`config.mk`:
```
export PLATFORM = sky130hd
export DESIGN_NAME = bcd_calendar_core
export DESIGN_NICKNAME = d
export VERILOG_FILES = /design/src/rtl/bcdcal_pkg.sv /design/src/rtl/bcd_wrap_next.sv /design/src/rtl/cal_hour_next.sv /design/src/rtl/cal_day_limit.sv /design/src/rtl/cal_step_fsm.sv /design/src/rtl/bcd_calendar_core.sv
export SDC_FILE = /design/constraint.sdc
export NUM_CORES = 1
export LEC_CHECK = 0
export CORE_ASPECT_RATIO = 0.9
export CORE_UTILIZATION = 45
export DETAILED_ROUTE_END_ITERATION = 12
export PLACE_DENSITY = 0.75
export SYNTH_ARGS = -nofsm -noshare
export SYNTH_HDL_FRONTEND = slang
export SYNTH_HIERARCHICAL = 1
export SYNTH_SLANG_ARGS = --single-unit
```
`constraint.sdc`:
```
create_clock -name clk -period 4.05 [get_ports clk]
set_clock_uncertainty 0.15 [all_clocks]
set_input_delay 1.0125 -clock clk [delete_from_list [all_inputs] [get_ports clk]]
set_output_delay 1.0125 -clock clk [all_outputs]
set_load 0.02 [all_outputs]
```
`src/rtl/bcdcal_pkg.sv`:
```
package bcdcal_pkg;

    localparam int NIB_W   = 4;
    localparam int ADDR_W  = 4;
    localparam int N_STAGE = 6;

    localparam int SEC_W  = 7;
    localparam int MIN_W  = 7;
    localparam int HOUR_W = 6;
    localparam int WDAY_W = 3;
    localparam int DAY_W  = 6;
    localparam int MON_W  = 5;
    localparam int YEAR_W = 8;

    localparam logic [ADDR_W-1:0] ADR_SEC_U  = 4'h0;
    localparam logic [ADDR_W-1:0] ADR_SEC_T  = 4'h1;
    localparam logic [ADDR_W-1:0] ADR_MIN_U  = 4'h2;
    localparam logic [ADDR_W-1:0] ADR_MIN_T  = 4'h3;
    localparam logic [ADDR_W-1:0] ADR_HOUR_U = 4'h4;
    localparam logic [ADDR_W-1:0] ADR_HOUR_T = 4'h5;
    localparam logic [ADDR_W-1:0] ADR_WDAY   = 4'h6;
    localparam logic [ADDR_W-1:0] ADR_DAY_U  = 4'h8;
    localparam logic [ADDR_W-1:0] ADR_DAY_T  = 4'h9;
    localparam logic [ADDR_W-1:0] ADR_MON_U  = 4'hA;
    localparam logic [ADDR_W-1:0] ADR_MON_T  = 4'hB;
    localparam logic [ADDR_W-1:0] ADR_YEAR_U = 4'hC;
    localparam logic [ADDR_W-1:0] ADR_YEAR_T = 4'hD;

    localparam int STG_SEC  = 0;
    localparam int STG_MIN  = 1;
    localparam int STG_HOUR = 2;
    localparam int STG_DATE = 3;
    localparam int STG_MON  = 4;
    localparam int STG_YEAR = 5;

    typedef enum logic [2:0] {
        ST_IDLE = 3'd0,
        ST_SEC  = 3'd1,
        ST_MIN  = 3'd2,
        ST_HOUR = 3'd3,
        ST_DATE = 3'd4,
        ST_MON  = 3'd5,
        ST_YEAR = 3'd6
    } step_state_e;

    // Stage that owns a given digit register; ST_IDLE for none.
    function automatic step_state_e owner_of(input logic [ADDR_W-1:0] a);
        step_state_e s;
        case (a)
            ADR_SEC_U, ADR_SEC_T:             s = ST_SEC;
            ADR_MIN_U, ADR_MIN_T:             s = ST_MIN;
            ADR_HOUR_U, ADR_HOUR_T:           s = ST_HOUR;
            ADR_WDAY, ADR_DAY_U, ADR_DAY_T:   s = ST_DATE;
            ADR_MON_U, ADR_MON_T:             s = ST_MON;
            ADR_YEAR_U, ADR_YEAR_T:           s = ST_YEAR;
            default:                          s = ST_IDLE;
        endcase
        return s;
    endfunction

endpackage

```
`src/rtl/bcd_wrap_next.sv`:
```
// Next value of a two-digit BCD field with a run-time upper limit.
module bcd_wrap_next #(
    parameter int W     = 8,
    parameter int FLOOR = 0
) (
    input  logic [W-1:0] cur,
    input  logic [W-1:0] limit,
    output logic [W-1:0] nxt,
    output logic         wrap
);
    localparam int TW = W - 4;

    logic [TW-1:0] tens;

    always_comb begin
        tens = cur[W-1:4];
        wrap = (cur >= limit);
        if (wrap) begin
            nxt = W'(FLOOR);
        end else if (cur[3:0] >= 4'd9) begin
            nxt = {tens + TW'(1), 4'h0};
        end else begin
            nxt = {tens, cur[3:0] + 4'd1};
        end
    end
endmodule

```
`src/rtl/cal_hour_next.sv`:
```
// Hour step for both hour codes.
module cal_hour_next
    import bcdcal_pkg::*;
(
    input  logic [HOUR_W-1:0] cur,
    input  logic              mode_12h,
    output logic [HOUR_W-1:0] nxt,
    output logic              wrap
);
    logic       pm;
    logic [4:0] low;

    always_comb begin
        pm   = cur[5];
        low  = cur[4:0];
        nxt  = cur;
        wrap = 1'b0;
        if (!mode_12h) begin
            if (cur >= 6'h23) begin
                nxt  = 6'h00;
                wrap = 1'b1;
            end else if (cur[3:0] >= 4'd9) begin
                nxt = {cur[5:4] + 2'd1, 4'h0};
            end else begin
                nxt = {cur[5:4], cur[3:0] + 4'd1};
            end
        end else begin
            if (low == 5'h11) begin
                nxt  = {~pm, 5'h12};
                wrap = pm;
            end else if (low >= 5'h12) begin
                nxt = {pm, 5'h01};
            end else if (low[3:0] >= 4'd9) begin
                nxt = {pm, 1'b1, 4'h0};
            end else begin
                nxt = {pm, low[4], low[3:0] + 4'd1};
            end
        end
    end
endmodule

```
`src/rtl/cal_day_limit.sv`:
```
// Last day of the current month, BCD.
module cal_day_limit
    import bcdcal_pkg::*;
(
    input  logic [MON_W-1:0]  mon,
    input  logic [YEAR_W-1:0] year,
    output logic [DAY_W-1:0]  last_day
);
    logic [1:0] rem4;
    logic       leap;

    always_comb begin
        // value mod 4 = (2*tens + units) mod 4
        rem4 = {year[4], 1'b0} + year[1:0];
        leap = (rem4 == 2'd0);
        case (mon)
            5'h02:                      last_day = leap ? 6'h29 : 6'h28;
            5'h04, 5'h06, 5'h09, 5'h11: last_day = 6'h30;
            default:                    last_day = 6'h31;
        endcase
    end
endmodule

```
`src/rtl/cal_step_fsm.sv`:
```
// Ripple sequencer: one stage per clock after a tick.
module cal_step_fsm
    import bcdcal_pkg::*;
(
    input  logic               clk,
    input  logic               rst_n,
    input  logic               tick,
    input  logic               cancel,
    input  logic [N_STAGE-1:0] stage_wrap,
    output step_state_e        state,
    output logic [N_STAGE-1:0] stage_carry
);
    step_state_e        state_nxt;
    logic               cur_wrap;
    logic [N_STAGE-1:0] cur_onehot;

    always_comb begin
        cur_onehot = '0;
        case (state)
            ST_SEC:  cur_onehot[STG_SEC]  = 1'b1;
            ST_MIN:  cur_onehot[STG_MIN]  = 1'b1;
            ST_HOUR: cur_onehot[STG_HOUR] = 1'b1;
            ST_DATE: cur_onehot[STG_DATE] = 1'b1;
            ST_MON:  cur_onehot[STG_MON]  = 1'b1;
            ST_YEAR: cur_onehot[STG_YEAR] = 1'b1;
            default: cur_onehot = '0;
        endcase
        cur_wrap = |(cur_onehot & stage_wrap) && !cancel;
    end

    always_comb begin
        state_nxt = ST_IDLE;
        unique case (state)
            ST_IDLE: state_nxt = tick     ? ST_SEC  : ST_IDLE;
            ST_SEC:  state_nxt = cur_wrap ? ST_MIN  : ST_IDLE;
            ST_MIN:  state_nxt = cur_wrap ? ST_HOUR : ST_IDLE;
            ST_HOUR: state_nxt = cur_wrap ? ST_DATE : ST_IDLE;
            ST_DATE: state_nxt = cur_wrap ? ST_MON  : ST_IDLE;
            ST_MON:  state_nxt = cur_wrap ? ST_YEAR : ST_IDLE;
            ST_YEAR: state_nxt = ST_IDLE;
            default: state_nxt = ST_IDLE;
        endcase
    end

    always_ff @(posedge clk or negedge rst_n) begin
        if (!rst_n) state <= ST_IDLE;
        else        state <= state_nxt;
    end

    always_ff @(posedge clk or negedge rst_n) begin
        if (!rst_n)        stage_carry <= '0;
        else if (cur_wrap) stage_carry <= cur_onehot;
        else               stage_carry <= '0;
    end
endmodule

```
`src/rtl/bcd_calendar_core.sv`:
```
module bcd_calendar_core
    import bcdcal_pkg::*;
(
    input  logic               clk,
    input  logic               rst_n,
    input  logic               sec_tick,
    input  logic               mode_12h,
    input  logic               host_wr_en,
    input  logic [ADDR_W-1:0]  host_addr,
    input  logic [NIB_W-1:0]   host_wdata,
    output logic [NIB_W-1:0]   host_rdata,
    output logic [SEC_W-1:0]   cur_sec,
    output logic [MIN_W-1:0]   cur_min,
    output logic [HOUR_W-1:0]  cur_hour,
    output logic [WDAY_W-1:0]  cur_wday,
    output logic [DAY_W-1:0]   cur_day,
    output logic [MON_W-1:0]   cur_mon,
    output logic [YEAR_W-1:0]  cur_year,
    output logic [N_STAGE-1:0] stage_carry
);
    step_state_e step_state;
    logic        cancel;
    logic [N_STAGE-1:0] stage_wrap;

    logic [SEC_W-1:0]  sec_q,  sec_nxt;
    logic [MIN_W-1:0]  min_q,  min_nxt;
    logic [HOUR_W-1:0] hour_q, hour_nxt;
    logic [WDAY_W-1:0] wday_q, wday_nxt;
    logic [DAY_W-1:0]  day_q,  day_nxt, day_last;
    logic [MON_W-1:0]  mon_q,  mon_nxt;
    logic [YEAR_W-1:0] year_q, year_nxt;

    function automatic logic wr_hit(input logic en, input logic [ADDR_W-1:0] a,
                                    input logic [ADDR_W-1:0] target);
        return en && (a == target);
    endfunction

    assign cancel = host_wr_en && (step_state != ST_IDLE) &&
                    (owner_of(host_addr) == step_state);

    bcd_wrap_next #(.W(SEC_W), .FLOOR(0)) u_sec (
        .cur(sec_q), .limit(7'h59), .nxt(sec_nxt), .wrap(stage_wrap[STG_SEC]));
    bcd_wrap_next #(.W(MIN_W), .FLOOR(0)) u_min (
        .cur(min_q), .limit(7'h59), .nxt(min_nxt), .wrap(stage_wrap[STG_MIN]));
    cal_hour_next u_hour (
        .cur(hour_q), .mode_12h(mode_12h), .nxt(hour_nxt), .wrap(stage_wrap[STG_HOUR]));
    cal_day_limit u_dlim (
        .mon(mon_q), .year(year_q), .last_day(day_last));
    bcd_wrap_next #(.W(DAY_W), .FLOOR(1)) u_day (
        .cur(day_q), .limit(day_last), .nxt(day_nxt), .wrap(stage_wrap[STG_DATE]));
    bcd_wrap_next #(.W(MON_W), .FLOOR(1)) u_mon (
        .cur(mon_q), .limit(5'h12), .nxt(mon_nxt), .wrap(stage_wrap[STG_MON]));
    bcd_wrap_next #(.W(YEAR_W), .FLOOR(0)) u_year (
        .cur(year_q), .limit(8'h99), .nxt(year_nxt), .wrap(stage_wrap[STG_YEAR]));

    assign wday_nxt = (wday_q >= 3'd6) ? 3'd0 : wday_q + 3'd1;

    cal_step_fsm u_fsm (
        .clk(clk), .rst_n(rst_n), .tick(sec_tick), .cancel(cancel),
        .stage_wrap(stage_wrap), .state(step_state), .stage_carry(stage_carry));

    // Digit registers: host write first, then the stage step.
    always_ff @(posedge clk or negedge rst_n) begin
        if (!rst_n)                                      sec_q <= '0;
        else if (wr_hit(host_wr_en, host_addr, ADR_SEC_U)) sec_q[3:0] <= host_wdata;
        else if (wr_hit(host_wr_en, host_addr, ADR_SEC_T)) sec_q[6:4] <= host_wdata[2:0];
        else if (step_state == ST_SEC && !cancel)        sec_q <= sec_nxt;
    end

    always_ff @(posedge clk or negedge rst_n) begin
        if (!rst_n)                                      min_q <= '0;
        else if (wr_hit(host_wr_en, host_addr, ADR_MIN_U)) min_q[3:0] <= host_wdata;
        else if (wr_hit(host_wr_en, host_addr, ADR_MIN_T)) min_q[6:4] <= host_wdata[2:0];
        else if (step_state == ST_MIN && !cancel)        min_q <= min_nxt;
    end

    always_ff @(posedge clk or negedge rst_n) begin
        if (!rst_n)                                        hour_q <= '0;
        else if (wr_hit(host_wr_en, host_addr, ADR_HOUR_U)) hour_q[3:0] <= host_wdata;
        else if (wr_hit(host_wr_en, host_addr, ADR_HOUR_T)) hour_q[5:4] <= host_wdata[1:0];
        else if (step_state == ST_HOUR && !cancel)         hour_q <= hour_nxt;
    end

    always_ff @(posedge clk or negedge rst_n) begin
        if (!rst_n)                                      wday_q <= '0;
        else if (wr_hit(host_wr_en, host_addr, ADR_WDAY)) wday_q <= host_wdata[2:0];
        else if (step_state == ST_DATE && !cancel)       wday_q <= wday_nxt;
    end

    always_ff @(posedge clk or negedge rst_n) begin
        if (!rst_n)                                       day_q <= 6'h01;
        else if (wr_hit(host_wr_en, host_addr, ADR_DAY_U)) day_q[3:0] <= host_wdata;
        else if (wr_hit(host_wr_en, host_addr, ADR_DAY_T)) day_q[5:4] <= host_wdata[1:0];
        else if (step_state == ST_DATE && !cancel)        day_q <= day_nxt;
    end

    always_ff @(posedge clk or negedge rst_n) begin
        if (!rst_n)                                       mon_q <= 5'h01;
        else if (wr_hit(host_wr_en, host_addr, ADR_MON_U)) mon_q[3:0] <= host_wdata;
        else if (wr_hit(host_wr_en, host_addr, ADR_MON_T)) mon_q[4] <= host_wdata[0];
        else if (step_state == ST_MON && !cancel)         mon_q <= mon_nxt;
    end

    always_ff @(posedge clk or negedge rst_n) begin
        if (!rst_n)                                        year_q <= '0;
        else if (wr_hit(host_wr_en, host_addr, ADR_YEAR_U)) year_q[3:0] <= host_wdata;
        else if (wr_hit(host_wr_en, host_addr, ADR_YEAR_T)) year_q[7:4] <= host_wdata;
        else if (step_state == ST_YEAR && !cancel)         year_q <= year_nxt;
    end

    always_comb begin
        case (host_addr)
            ADR_SEC_U:  host_rdata = sec_q[3:0];
            ADR_SEC_T:  host_rdata = {1'b0, sec_q[6:4]};
            ADR_MIN_U:  host_rdata = min_q[3:0];
            ADR_MIN_T:  host_rdata = {1'b0, min_q[6:4]};
            ADR_HOUR_U: host_rdata = hour_q[3:0];
            ADR_HOUR_T: host_rdata = {2'b00, hour_q[5:4]};
            ADR_WDAY:   host_rdata = {1'b0, wday_q};
            ADR_DAY_U:  host_rdata = day_q[3:0];
            ADR_DAY_T:  host_rdata = {2'b00, day_q[5:4]};
            ADR_MON_U:  host_rdata = mon_q[3:0];
            ADR_MON_T:  host_rdata = {3'b000, mon_q[4]};
            ADR_YEAR_U: host_rdata = year_q[3:0];
            ADR_YEAR_T: host_rdata = year_q[7:4];
            default:    host_rdata = '0;
        endcase
    end

    assign cur_sec  = sec_q;
    assign cur_min  = min_q;
    assign cur_hour = hour_q;
    assign cur_wday = wday_q;
    assign cur_day  = day_q;
    assign cur_mon  = mon_q;
    assign cur_year = year_q;
endmodule

```
Word level (Yosys, flattened, before mapping)
Memories as Yosys holds them, arrays and structs flattened.
Cells that the tools add are included.
Cells by class
  $add $sub $neg: 14
  equality and inequality tests: 33
  muxes and demuxes: 63
  reductions and logical operators: 61
  order comparisons: 14
  bitwise logic cells: 8
Operators by type and width (number)
  6-bit two-way mux: 10
  4-bit two-way mux: 13
  4-bit one-hot mux with 13 select lines: 1
  7-bit two-way mux: 6
  4-bit by 1-bit adder with 4-bit output, second input constant: 7
  2-bit nonzero test: 13
  4-bit equality test, second input constant: 6
  4-bit greater-or-equal comparator, second input constant: 6
  3-bit two-way mux: 8
  8-bit two-way mux: 3
  1-bit logical AND: 22
  5-bit two-way mux: 4
  3-bit one-hot mux with 6 select lines: 1
  3-bit nonzero test: 6
  3-bit AND reduction: 5
  7-bit greater-or-equal comparator, second input constant: 2
  4-bit by 3-bit equality test with 1-bit output, second input constant: 3
  1-bit two-way mux: 12
  2-bit != test, second input constant: 6
  6-bit one-hot mux with 2 select lines: 1
  2-bit AND reduction: 6
  5-bit by 3-bit equality test with 1-bit output, second input constant: 2
  5-bit equality test, second input constant: 2
  5-bit greater-or-equal comparator, second input constant: 2
  29 further kinds: 46
Word-level totals
  word-level logic and storage cells: 210
  bits in read-only memories: 48
  output and inout bits: 52
  bits of input ports: 13
  memories kept: 1
  register bits after elaboration: 51
Memories
  (no name shown): depth 16, bits a word 3, rd ports 1, clocked after Yosys merged registers in 0, write ports 0, RTL line bcdcal_pkg.sv:49  | case (a)

Depth between registers and ports, before layout
Gate-level depths: netlist of run 1.
  depth after elaboration: 10
  gate-level depth with buffers: 11

By module
Netlist of run 1, hierarchy kept.
By module, submodules not included
  bcd_calendar_core: cells each 345, times used 1, sequential area each 1053.5 µm², area an instance 3014.1 µm²
  bcd_wrap_next at u_min ...: cells each 47, times used 2, sequential area each 0.0 µm², area an instance 341.6 µm²
  bcd_wrap_next at u_year: cells each 54, times used 1, sequential area each 0.0 µm², area an instance 432.9 µm²
  cal_step_fsm: cells each 39, times used 1, sequential area each 225.2 µm², area an instance 407.9 µm²
  cal_hour_next: cells each 42, times used 1, sequential area each 0.0 µm², area an instance 339.1 µm²
  bcd_wrap_next at u_day: cells each 44, times used 1, sequential area each 0.0 µm², area an instance 327.8 µm²
  bcd_wrap_next at u_mon: cells each 41, times used 1, sequential area each 0.0 µm², area an instance 290.3 µm²
  cal_day_limit: cells each 15, times used 1, sequential area each 0.0 µm², area an instance 96.3 µm²

Worst setup path before layout of run 1
No wires, ideal clock.
  kind: input -> register
  start point: input host_addr[2]
  end point: register mon_q[1] (netlist: cur_mon[1])
  path slack: 0.451 ns
  library setup time: 0.121 ns
  cell stages on the path: 10
  arrival: 3.328 ns
  required time: 3.779 ns
  cells stage by stage: buf_1 -> inv_1 -> ha_1 -> mux2_4 -> nor2_2 -> or4b_4 -> and4b_1 -> buf_6 -> o21a_4 -> o22a_1
On the way
  word-level cells in the longest chain between the ends: 7
  elaborated cells on any way between the ends: 13
  those cells by class: 4 x eq/ne; 1 x mux; 7 x reduce/logical; 1 x memory
Ends and longest elaborated chain
  start: declaration: RTL line bcd_calendar_core.sv:9  | input logic [ADDR_W-1:0] host_addr,
  memory read 16 x 3 bit
  3-bit equality test: RTL line bcd_calendar_core.sv:39  | (owner_of(host_addr) == step_state);
  1-bit logical AND: RTL line bcd_calendar_core.sv:38  | assign cancel = host_wr_en && (step_state != ST_IDLE) &&
  1-bit zero test: RTL line bcd_calendar_core.sv:101  | else if (step_state == ST_MON && !cancel) mon_q <= mon_nxt;
  1-bit logical AND: RTL line bcd_calendar_core.sv:101
  2-bit nonzero test (no source line)
  2-bit AND reduction (no source line)
  end signal: assignment: RTL line bcd_calendar_core.sv:99  | else if (wr_hit(host_wr_en, host_addr, ADR_MON_U)) mon_q[3:0] <= host_wdata;
  end signal: assignment: RTL line bcd_calendar_core.sv:101
  end: declaration: RTL line bcd_calendar_core.sv:30  | logic [MON_W-1:0] mon_q, mon_nxt;
Several ways; a longest one is shown, not always the timed one.
A chain may end at the register's enable or synchronous reset.

Worst setup path in the final report of run 1
  start point: input host_addr[3]
  end point: output host_rdata[1]
On the way
  word-level cells in the longest chain between the ends: 2
  elaborated cells on any way between the ends: 14
  those cells by class: 12 x eq/ne; 1 x mux; 1 x reduce/logical
Ends and longest elaborated chain
  4-bit equality test, or another cell as far along: RTL line bcd_calendar_core.sv:112  | case (host_addr)
  4-bit one-hot mux with 13 select lines *: RTL line bcd_calendar_core.sv:112
  end: declaration: RTL line bcd_calendar_core.sv:11  | output logic [NIB_W-1:0] host_rdata,
Mark *: on every way between the ends. The rest lies on a longest branch, timed or not.

==> results.md, run 1 <==
* Layout cells sized above 1 at 0.1539
* CP Buf/Inv Count at 3
* Die span in x at 119.5 um
* Clk sink count at 51
* I/O Pins at 65
* Worst Hold Class: reg2reg
* WL/cell at 17.55 um
* Cell area after layout at 6818 um2
* Leak pwr at 3.169 nW
* Clk_lat worst skew at 0.29 ns
* Synth cell count leaders: nand2_1, nor2_1, ha_1
* Worst path required time at 2.89 ns
* Htree depth at 2
* Final slew viol count at 0
* Max cap viols at 0
* First-pass GRT wire length at 26970 um
* Final period util at 0.9840
* Pin count of the biggest net entering global routing at 33
* Post-CTS Setup Bufs at 0
* Final hold slack at 0.4268 ns
* Worst Max-Slew Pin Slew at 0.7614 ns
* VDD IR max at 0.3971 mV
* Hold Buf Count CTS at 0
* Area after DPL at 6683 um2
* Yosys top cell area share at 0.2193
* Yosys reg bits at 51
* Root Buffer: clkbuf_16
* Yosys warns at 6
* Fin nets at 863
* Row Count at 38
* Crit-path slowest cell: clkdlybuf4s50_1
* Crit-path cells: clkdlybuf4s50_1 -> buf_6 -> and2b_2 -> a22o_1 -> a32oi_1 -> o211ai_1 -> dlygate4sd2_1
* DR vias/cell at 5.841
* CP Max Fanout at 15
* DPL Wire Length at 12750 um
* Status: finished, final reports clean
* Syn Std Cell Area at 5592 um2
* CP startpoint kind: primary input
* TritonCTS clock tree: done
* Setup violators final at 0
* Yosys cell types at 82
* Core box area at 12080 um2
* Yosys top cell by area: dfrtp_1
* Main synth FF type: dfrtp_1
* GR Util All Layers at 0.2654
* Synth-to-Final Area Change at 21.93%
* Number of detailed-route iterations in the first pass at 5
* Syn Inst Count at 674
* Fmax at 250.9 MHz
* Max incr delay on CP at 0.53 ns
* Number of synthesized flops with an enable pin at 0
* Top-count cell post-synth: nand2_1
* First-iteration detailed-routing DRC count at 511
* Setup CP Type: in2out
* Effective utilization at floorplan at 0.4630
* Fin. Hold Viols at 0
* Routed Antenna Nets at 0
* Critical path arrival at 2.82 ns
* Number of remaining DRC errors at 0
* Post-synthesis sequential area ratio at 0.2287
* Clk buf depth at 2
* Ant diodes at 0
* Asr flop ratio synth at 1.000
* # port buffers at 64
* Final wirelength at 16610 um
* Initial antenna violation count at 0
* CTS buffer count at 5
* Vias at 5526
* Worst slew margin at 0.4908
* Final min period at 3.985 ns
* Overflow after GRT at 0
* Final GP Congestion at 0.9082
* Clock transition at the registers of the reported paths at 0.06 ns
* Largest cells by area after synthesis: dfrtp_1, ha_1, mux2_2
* Top delay family on crit path: buffers and inverters
* Power per Cell Area at 649.3 nW/um2
* Worst R2R Setup Slack at 1.12 ns
* Die area at 12880 um2
* Worst setup EP type: output port
* Number of global-route vias before repair at 5386
* Die H at 107.8 um
* Mean post-synth cell area at 8.296 um2
power by group:
part | switching, mW | internal (mW)
Combinational | 1.41 | 1.32
Sequential | 0.564 | 0.712
Clock | 0.196 | 0.229
metrics by stage:
step             util  setup WS, ns   TNS (ns)  power (mW)  cells
6_report       0.5645       0.06488          0       4.427    946
5_1_grt        0.5645     -0.001586  -0.001586       4.780    946
4_1_cts        0.5645       0.03922          0       4.396    946
3_5_place_dp   0.5534       -0.2104     -2.443       3.964    938
3_3_place_gp   0.5534       -0.1928     -1.619       3.832    938
2_1_floorplan       -        0.4510          0       2.956    700
worst register-to-register path: stages, from the launching register on:
cell and delay, ns:
dfrtp_1 0.52, nor3_2 0.29, and3b_1 0.25, inv_1 0.06, ha_1 0.29, nand2_1 0.05
nor2_1 0.43, a21o_1 0.32, nand2_2 0.07, a2bb2oi_1 0.17, o32ai_1 0.23
sequential cells by signal, summed over array words and instances, names as in the netlist:
name	flops
cur_year	8
cur_mon	5
cur_wday	3
u_fsm/stage_carry	6
u_fsm/state	3
cur_day	6
cur_min	7
cur_hour	6
cur_sec	7
kinds of logic after synthesis:
family,Yosys count,share of synthesized area
and+or+nand+nor,262,0.2405
AOI/OAI and AO/OA,148,0.1996
buffers and inverters,82,0.06534
adders and majority gates,65,0.1454
DFF,51,0.2287
muxes,45,0.09107
xor gates and xnor gates,17,0.02663
other,4,0.002684
cell type report:
cell class | instances | area [um2]
inverters | 56 | 210.2
clock buffers | 6 | 128.9
multi-input cells | 567 | 4045
clock inverters | 2 | 12.51
flip-flops and latches | 51 | 1279
repair buffers | 104 | 942.2
fillers | 1109 | 5259
well taps | 160 | 200.2
timing repair:
item | in CTS | in global routing
setup endpoints to repair | 4 | 3
pin swaps | 0 | 0
gates resized for setup | 5 | 3
routing by layer:
| layer | wire length, um | GRT usage |
|---|---|---|
| met5 | 0 | 0 |
| met2 | 7705 | 0.4455 |
| met3 | 1138 | 0.05138 |
| met4 | 377 | 0.08839 |
| met1 | 7384 | 0.3409 |
cell usage in the layout, fill, tap and decap left out, drive strengths merged, types with 30 or more instances in the layout:
master / instances
a21oi: 31
nor2: 67
nand2: 76
inv: 56
conb: 30
clkdlybuf4s50: 58
buf: 41
mux2: 34
nand3: 37
dfrtp: 49
ha: 65
final timing paths:
path                              startpoint                   end  depth (start not counted)
worst max-delay path            host_addr[3]         host_rdata[1]                          7
worst min-delay path              cur_day[0]            cur_day[0]                          1
max in group asynchronous              rst_n            cur_day[0]                          2
min in group asynchronous              rst_n  u_fsm/stage_carry[4]                          1
worst max register to register    cur_mon[4]        u_fsm/state[0]                         10
worst min register to register    cur_day[0]            cur_day[0]                          1
No activity file was read; power rests on OpenSTA's default activity.
==> run 2, diff against run 1 <==
--- a/config.mk
+++ b/config.mk
@@ -8,7 +8,7 @@
 export CORE_ASPECT_RATIO = 0.9
 export CORE_UTILIZATION = 45
 export DETAILED_ROUTE_END_ITERATION = 12
-export PLACE_DENSITY = 0.75
+export PLACE_DENSITY = 0.66
 export SYNTH_ARGS = -nofsm -noshare
 export SYNTH_HDL_FRONTEND = slang
 export SYNTH_HIERARCHICAL = 1
==> constraint.sdc (replaced) <==
create_clock -name clk -period 4.16 [get_ports clk]
set_clock_uncertainty 0.15 [all_clocks]
set_input_delay 1.04 -clock clk [delete_from_list [all_inputs] [get_ports clk]]
set_output_delay 1.04 -clock clk [all_outputs]
set_load 0.02 [all_outputs]
==> results.md, run 2 (same netlist as run 1, synthesis figures left out) <==
* Number of detailed-route iterations in the first pass at 6 (+1)
* Die area at 12880 um2 (unchanged)
* Most common cell after layout, fill and taps aside: nand2_1
* Overflow after GRT at 0 (unchanged)
* Reg2Reg Launch Point: cur_mon[4]
* Worst slew margin at 0.5790 (+0.08824)
* Worst Max-Slew Pin Slew at 0.6301 ns (-0.1313 ns)
* RSZ-0062 raised after global routing: no
* Final period util at 0.9767
* DR vias/cell at 5.699 (-2.4%)
* CP Max Fanout at 11 (-4)
* Routed Antenna Nets at 0 (unchanged)
* R2r endpoint: u_fsm/state[0]
* Leak pwr at 3.188 nW (+0.62%)
* Worst Reg-to-Reg Cells at 10 (unchanged)
* WL/cell at 17.15 um (-2.3%)
* Critical path capture point: host_rdata[1]
* Final min period at 4.063 ns
* Status: finished, final reports clean
* I/O Pins at 65 (unchanged)
* Commonest cells after routing, fill and taps aside: nand2_1, nor2_1, ha_1
* Dpl ws at -0.09227 ns (+0.1182 ns)
* Fin. Hold Viols at 0 (unchanged)
* Final slew viol count at 0 (unchanged)
* Utilization after layout at 0.5670 (+0.002487)
* Max reg flops at 8 (unchanged)
* Layout cells sized above 1 at 0.1574 (+0.003416)
* Die H at 107.8 um (unchanged)
* Post-CTS Setup Bufs at 0 (unchanged)
* Ant diodes at 0 (unchanged)
* Area after DPL at 6698 um2 (+0.22%)
* Final wirelength at 16250 um (-2.1%)
* Clock transition at the registers of the reported paths at 0.07 ns (about the same)
* DPL Wire Length at 12570 um (-1.4%)
* Fmax at 246.1 MHz
* Core box area at 12080 um2 (unchanged)
* Root Buffer: clkbuf_16
* Clk_lat worst skew at 0.30 ns (about the same)
* TNS Setup at 0 ns (unchanged)
* Number of global-route vias before repair at 5233 (-2.8%)
* Fin nets at 865 (+0.23%)
* Initial antenna violation count at 0 (unchanged)
* Max cap viols at 0 (unchanged)
* Effective utilization at floorplan at 0.4630 (unchanged)
* First-iteration detailed-routing DRC count at 360 (-30%)
* Pin count of the biggest net entering global routing at 27 (-18%)
* Worst path required time at 2.97 ns (+0.08 ns)
* First-pass GRT wire length at 26560 um (-1.5%)
* Final WS setup at 0.09688 ns (+0.03200 ns)
* Worst setup EP type: output port
* Cell area after layout at 6848 um2 (+0.44%)
* Vias at 5403 (-2.2%)
* Htree depth at 2 (unchanged)
* Worst R2R Setup Slack at 1.19 ns (+0.07 ns)
* Power per Cell Area at 627.0 nW/um2 (-3.4%)
* CP startpoint kind: primary input
* Clk buf depth at 2 (unchanged)
* Setup CP Type: in2out
* VDD IR max at 0.3207 mV (-19%)
* Worst Hold Class: reg2reg
* Setup crit start: host_addr[3]
* Clk sink count at 51 (unchanged)
* Row Count at 38 (unchanged)
* Final GP Congestion at 0.9311 (+2.5%)
* Die span in x at 119.5 um (unchanged)
* TritonCTS clock tree: done
* CTS buffer count at 5 (unchanged)
* Number of remaining DRC errors at 0 (unchanged)
* Synth-to-Final Area Change at 22.47%
* Critical path arrival at 2.87 ns (+0.05 ns)
* GR Util All Layers at 0.2606 (-0.004804)
* # port buffers at 64 (unchanged)
* Setup violators final at 0 (unchanged)
==> run 2: repair_timing <==
action,CTS,global route
gates resized for setup,5,0
setup endpoints to repair,4,0
endpoints found under the hold margin,0,0
hold buffers,0,0
==> run 2: how the worst min path moves through the flow <==
stage,startpoint,end,slack [ns],depth (start not counted)
floorplan,cur_day[0],cur_day[0],0.42,1
global placement,cur_day[0],cur_day[0],0.42,1
detailed placement,cur_day[0],cur_day[0],0.42,1
CTS,cur_day[0],cur_day[0],0.44,1
global route,cur_day[0],cur_day[0],0.44,1
finish,cur_day[0],cur_day[0],0.43,1
==> run 2: layout make-up <==
class	count	area (um2)
well taps	160	200.2
inverters	56	210.2
multi-input cells	567	4048
flip-flops and latches	51	1279
clock inverters	2	13.76
repair buffers	106	958.4
fillers	1122	5229
clock buffers	6	138.9
==> run 2: worst max-delay path, stage by stage <==
cell and delay, ns:
clkdlybuf4s50_1 0.54, buf_4 0.22, and2b_2 0.24, a22o_1 0.18
a32oi_1 0.16, o211ai_1 0.15, dlygate4sd2_1 0.35
==> run 2: power breakdown <==
part | switching [mW] | internal (mW)
registers | 0.548 | 0.693
logic | 1.33 | 1.28
clock network | 0.201 | 0.241
total | 2.08 | 2.21
==> run 2: per-layer routing <==
metal	up-vias	part of all wire	track usage	wire length, um
met2	138	0.46	0.4282	7438
met4	0	0.017	0.07589	269
met5	-	0	0	0
met3	23	0.055	0.04555	889
li1	2618	-	-	-
met1	2624	0.47	0.3488	7656
==> run 2: metrics by stage <==
step	hold WS [ns]	instances	total power, mW
2_1_floorplan	0.4178	700	2.878
3_3_place_gp	0.4215	940	3.756
3_5_place_dp	0.4236	940	3.840
4_1_cts	0.4367	948	4.289
5_1_grt	0.4371	948	4.655
6_report	0.4301	948	4.293
